`config.mk`:
```
export PLATFORM = sky130hd
export DESIGN_NAME = btb_predictor
export DESIGN_NICKNAME = d
export VERILOG_FILES = /design/src/rtl/btb_predictor.sv
export SDC_FILE = /design/constraint.sdc
export NUM_CORES = 1
export LEC_CHECK = 0
export BUFFER_PORTS_ARGS = -buffer_cell sky130_fd_sc_hd__buf_2
export CORE_MARGIN = 2
export CORE_UTILIZATION = 60
export CTS_CLUSTER_DIAMETER = 120
export DETAILED_ROUTE_END_ITERATION = 10
export HOLD_SLACK_MARGIN = 0.05
export PLACE_DENSITY = 0.79
export SLEW_MARGIN = 20
export SYNTH_ARGS = -nofsm -noshare
export SYNTH_HDL_FRONTEND = slang
export SYNTH_SLANG_ARGS = --single-unit
```
`constraint.sdc`:
```
create_clock -name clk -period 18.4 [get_ports clk]
set_input_delay 5.52 -clock clk [delete_from_list [all_inputs] [get_ports clk]]
set_output_delay 5.52 -clock clk [all_outputs]
set_load 0.01 [all_outputs]
```
`src/rtl/btb_predictor.sv`:
```
module btb_predictor #(
  parameter int PC_W    = 32,
  parameter int IDX_W   = 4,
  parameter int GROUP_W = 4
) (
  input  logic            clk,
  input  logic            rst_n,
  input  logic [PC_W-1:0] fetch_pc,
  output logic            guess_hit,
  output logic [PC_W-1:0] guess_pc,
  input  logic            upd_valid,
  input  logic [PC_W-1:0] upd_pc,
  input  logic            upd_taken,
  input  logic [PC_W-1:0] upd_target
);
  localparam int SLOTS = 1 << IDX_W;
  localparam int TAG_W = PC_W - IDX_W - GROUP_W;
  localparam logic [PC_W-1:0] STEP = PC_W'(1 << GROUP_W);

  logic [SLOTS-1:0] live_q;
  logic [TAG_W-1:0] tag_q [SLOTS];
  logic [PC_W-1:0]  tgt_q [SLOTS];

  wire [IDX_W-1:0] f_idx = fetch_pc[GROUP_W +: IDX_W];
  wire [TAG_W-1:0] f_tag = fetch_pc[PC_W-1 -: TAG_W];
  wire [IDX_W-1:0] u_idx = upd_pc[GROUP_W +: IDX_W];
  wire [TAG_W-1:0] u_tag = upd_pc[PC_W-1 -: TAG_W];

  assign guess_hit = live_q[f_idx] && (tag_q[f_idx] == f_tag);
  assign guess_pc  = guess_hit ? tgt_q[f_idx] : fetch_pc + STEP;

  wire u_match = live_q[u_idx] && (tag_q[u_idx] == u_tag);

  always_ff @(posedge clk) begin
    if (!rst_n)
      live_q <= '0;
    else if (upd_valid && upd_taken)
      live_q[u_idx] <= 1'b1;
    else if (upd_valid && u_match)
      live_q[u_idx] <= 1'b0;
  end

  always_ff @(posedge clk) begin
    if (upd_valid && upd_taken) begin
      tag_q[u_idx] <= u_tag;
      tgt_q[u_idx] <= upd_target;
    end
  end
endmodule

```
# Word-level counts from Yosys, hierarchy flattened
# Memories as Yosys holds them, arrays and structs flattened.
# Cells that the tools add are included.
dict set report totals {
  reg_bits 16
  ram_bits 896
  in_bits 100
  output_inout_bits 33
  word_cells 29
  memories 2
}
# name depth word_bits read_ports rd_ports_with_merged_regs wr line
set memory_table {}
lappend memory_table {tgt_q 16 32 1 0 1 22} ;# logic [PC_W-1:0] tgt_q [SLOTS];
lappend memory_table {tag_q 16 24 2 0 1 21} ;# logic [TAG_W-1:0] tag_q [SLOTS];
dict set report op_classes {
  n_addsub 1
  order_cmp 3
  eq_ne 2
  n_mux 11
  n_bitwise 3
  n_reduce_logical 6
}
# operator count
set ops {}
lappend ops {{equality test 24 bit} 2}
lappend ops {{adder 32 x 5 -> 32 bit (second input constant)} 1}
lappend ops {{two-way mux 16 bit} 2}
lappend ops {{two-way mux 32 bit} 1}
lappend ops {{AND 16 bit} 1}
lappend ops {{NOT 16 bit} 1}
lappend ops {{OR 16 bit} 1}
lappend ops {{< comparator 4 x 5 -> 1 bit (second input constant)} 2}
lappend ops {{binary-select mux 1 bit (select 4 bit)} 2}
lappend ops {{logical AND 1 bit} 5}
lappend ops {{two-way mux 1 bit} 5}
lappend ops {{demux 1 bit (select 4 bit)} 1}
lappend ops {{greater-or-equal comparator 4 x 1 -> 1 bit (second input constant)} 1}
lappend ops {{nonzero test 2 bit} 1}

# Depth between registers and ports, before layout
dict set report logic_depth {
  depth_word 8
  depth_mapped 15
}

# Worst setup path after synthesis
# OpenSTA, ideal clock, no wires.
dict set report synth_timing {
  path_type {input-to-output}
  startpoint {input port fetch_pc[4]}
  endpoint {output port guess_pc[16]}
  arrival_ns 8.875
  required_ns 12.880
  setup_slack_ns 4.005
  stages 11
  path_buffers 8
  cell_sequence {buf_6 > buf_6 > buf_4 > buf_2 > buf_2 > buf_2 > clkbuf_1 > buf_1 > mux4_2 > mux4_2 > mux2_2}
}
dict set report synth_via {
  elab_chain_len 4
}
# item line
set synth_lines {}
lappend synth_lines {{from (decl)} 8} ;# input logic [PC_W-1:0] fetch_pc,
lappend synth_lines {{memory read (16 x 24 bit) / binary-select mux 1 bit (select 4 bit) (equally long branches)} -}
lappend synth_lines {{equality test 24 bit / two-way mux 1 bit (equally long branches)} 29} ;# assign guess_hit = live_q[f_idx] && (tag_q[f_idx] == f_tag);
lappend synth_lines {{logical AND 1 bit} 29}
lappend synth_lines {{two-way mux 32 bit *} 30} ;# assign guess_pc = guess_hit ? tgt_q[f_idx] : fetch_pc + STEP;
lappend synth_lines {{to (decl)} 10} ;# output logic [PC_W-1:0] guess_pc,
# Mark *: on every way between the ends. The rest lies on a longest branch, timed or not. The select of a mux whose other input is x is not followed.

# Worst setup path after layout
dict set report layout_timing {
  startpoint {input port fetch_pc[6]}
  endpoint {output port guess_pc[5]}
}
# Same word-level chain as after synthesis.

==> impl_metrics.json <==
{
  "drc_errors": 0,
  "antenna_found_initial": 10,
  "cts_root_buffer": "clkbuf_16",
  "r2r-start": "tag_q[7][9]",
  "synth_top_area_share": 0.676,
  "slew_headroom": 0.246,
  "power_switching_uw": 978,
  "synth_area_leader_cell": "edfxtp_1",
  "dr.pass1.iters": 6,
  "design.die.area_mm2": 0.0685,
  "finalCriticalPeriod_ns": 15.91,
  "tritoncts": "built",
  "worstPathArrival_ns": 10.39,
  "ys_types": 67,
  "irDropWorstVdd_v": 0.000109,
  "p_leak_nw": 14.2,
  "grt_overflow": 0,
  "place.gp.congestion": 0.965,
  "r2r_cells": 8,
  "slew_viol_final": 0,
  "finalSetupTns_ns": 0,
  "final_net_count": 2203,
  "final_hold_viol_count": 0,
  "h-tree-depth": 3,
  "crit_type": "input port to output pin",
  "swShare": 0.223,
  "cts-buffers-inserted": 87,
  "synth-edff-count": 896,
  "synth_flop_cell": "edfxtp_1",
  "seqPwrFrac": 0.528,
  "status": "finished, final reports clean",
  "fmaxAchievable_mhz": 62.8,
  "critical_path.max_fanout": 41,
  "grt_pass1_wl_um": 153000,
  "path_clk_slew_ns": 0.06,
  "cts_sinks": 912,
  "period_share": 0.865,
  "power.density_mw_per_mm2": 99.1,
  "grt_max_degree": 106,
  "cts_setup_buffers": 0,
  "maxCapViolations": 0,
  "num_vias": 22000,
  "die_height_um": 262,
  "drive_gt1_frac": 0.323,
  "numPortBuffers": 128,
  "wirelength_um": 107000,
  "dpl.hpwl_um": 60800,
  "p_int_mw": 3.41,
  "area_growth_pct": 11.0,
  "setup_viol": 0,
  "hold_buffers": 0,
  "p_comb_frac": 0.074,
  "min_path_type": "register to register",
  "avgSynthCellArea_um2": 20.2,
  "clockBufferDepth": 3,
  "cp-end-kind": "output pin",
  "syn-instance-count": 1967,
  "p_clk_frac": 0.397,
  "cts_resized": 0,
  "wl_per_cell_um": 35.3,
  "ys_seq_area_frac": 0.684,
  "synth_top_cells_by_area": "edfxtp_1, mux4_2, mux2i_1, mux2_2, xnor2_1",
  "tightest_slew_ns": 1.13,
  "rrSetupSlack_ns": 14.79,
  "required_ns": 12.88,
  "skew_ns": 0.0185,
  "worstHoldPathCells": 1,
  "start_util": 0.606,
  "io-pin-count": 133,
  "viasPerCell": 7.25,
  "syn_nets": 2068,
  "core_mm2": 0.0657,
  "synth_area_mm2": 0.0398,
  "drtIter0Drc": 3566,
  "yosysWarnings": 0,
  "crit_path_start_kind": "input port",
  "antenna_left": 0,
  "ys_ff_latch": 912,
  "die_w_um": 262,
  "clkLatencyLatePin_ns": 0.65,
  "gr-usage-all-layers": 0.318,
  "finalPower_mw": 4.38,
  "async_flop_share": 0,
  "num_rows": 94,
  "rsz0062_at_grt": "no",
  "grt_pass1_vias": 21800
}
-- state kept, by name (all words and copies together), names as in the netlist, named ones only --
register	flops
tag_q	384
tgt_q	512
-- cell families (layout without fill, tap and decap cells) --
group	count (synthesis)	in the layout	share of synthesized area
AOI/OAI and AO/OA	148	148	0.0286
adders and majority gates	1	1	0.000314
muxes	483	483	0.230
other	0	5	0
xor gates and xnor gates	71	71	0.0156
DFF	912	912	0.684
buffers and inverters	150	350	0.0165
and+or+nand+nor	202	202	0.0257
-- placed cells by master, fill, tap and decap left out, drive strengths merged, types with 17 or more instances in the layout --
cell type,synthesis,final
edfxtp,896,896
mux4,339,339
buf,62,168
mux2i,105,105
clkbuf,60,101
nand2,53,53
xnor2,48,48
nor2,46,46
clkinv,2,44
mux2,39,39
inv,26,28
xor2,23,23
o21ai,19,19
a21oi,18,18
nand3,17,17
-- routing by layer --
layer	routed length, um	vias to the layer above	GRT usage
met2	51000	1613	0.493
met4	4320	10	0.129
li1	-	8628	-
met5	66	-	0
met3	13100	273	0.0848
met1	38600	11500	0.439
-- cells in the mapped netlist, types with 17 or more instances --
cell type  count
a21oi_1       18
buf_1         17
buf_2         38
clkbuf_1      60
edfxtp_1     896
inv_1         26
mux2_2        39
mux2i_1      105
mux4_2       332
nand2_1       53
nand3_1       17
nor2_1        46
o21ai_0       19
xnor2_1       48
xor2_1        23
-- worst max path at each step --
stage,start,end,slack [ns],cells after the start
final,fetch_pc[6],guess_pc[5],2.49,12
after global routing,fetch_pc[5],guess_pc[5],2.29,12
after CTS,fetch_pc[6],guess_pc[5],2.57,12
after detailed placement,fetch_pc[6],guess_pc[5],2.60,12
after global placement,fetch_pc[6],guess_pc[5],2.58,12
after floorplan,fetch_pc[4],guess_pc[16],4.00,11
-- critical path, stage by stage --
cell and delay (ns):
buf_4 0.60, clkinv_1 0.53, buf_4 0.37, nor2_1 0.45, a221oi_2 0.15, xnor2_1 0.20
or4_1 0.57, or4b_4 0.53, nor4b_4 0.26, buf_4 0.53, mux2_2 0.46, buf_2 0.16
-- power by group through the flow --
stage | sequential, mW | clock, mW | combinational [mW]
floorplan | 2.36 | 0 | 0.200
global placement | 2.36 | 0 | 0.313
detailed placement | 2.36 | 0 | 0.320
CTS | 2.31 | 1.76 | 0.322
global route | 2.32 | 1.83 | 0.343
finish | 2.32 | 1.74 | 0.326
-- cell type report --
cell class | count | area, um2
flip-flops and latches | 912 | 27200
multi-input cells | 905 | 12100
fillers | 3959 | 21500
clock buffers | 101 | 2250
repair buffers | 168 | 972
diodes | 5 | 12.5
well taps | 864 | 1080
inverters | 28 | 108
clock inverters | 53 | 519
-- stage by stage --
stage | instances | area, um2 | hold slack [ns] | setup WS (ns) | utilization
floorplan | 1967 | 39800 | 0.520 | 4.00 | -
global placement | 2877 | 41400 | 0.530 | 2.58 | 0.630
detailed placement | 2877 | 41400 | 0.546 | 2.60 | 0.630
CTS | 3031 | 44200 | 0.560 | 2.57 | 0.672
global route | 3034 | 44200 | 0.585 | 2.29 | 0.673
finish | 3036 | 44200 | 0.564 | 2.49 | 0.673
(Power assumes the default switching activity.)
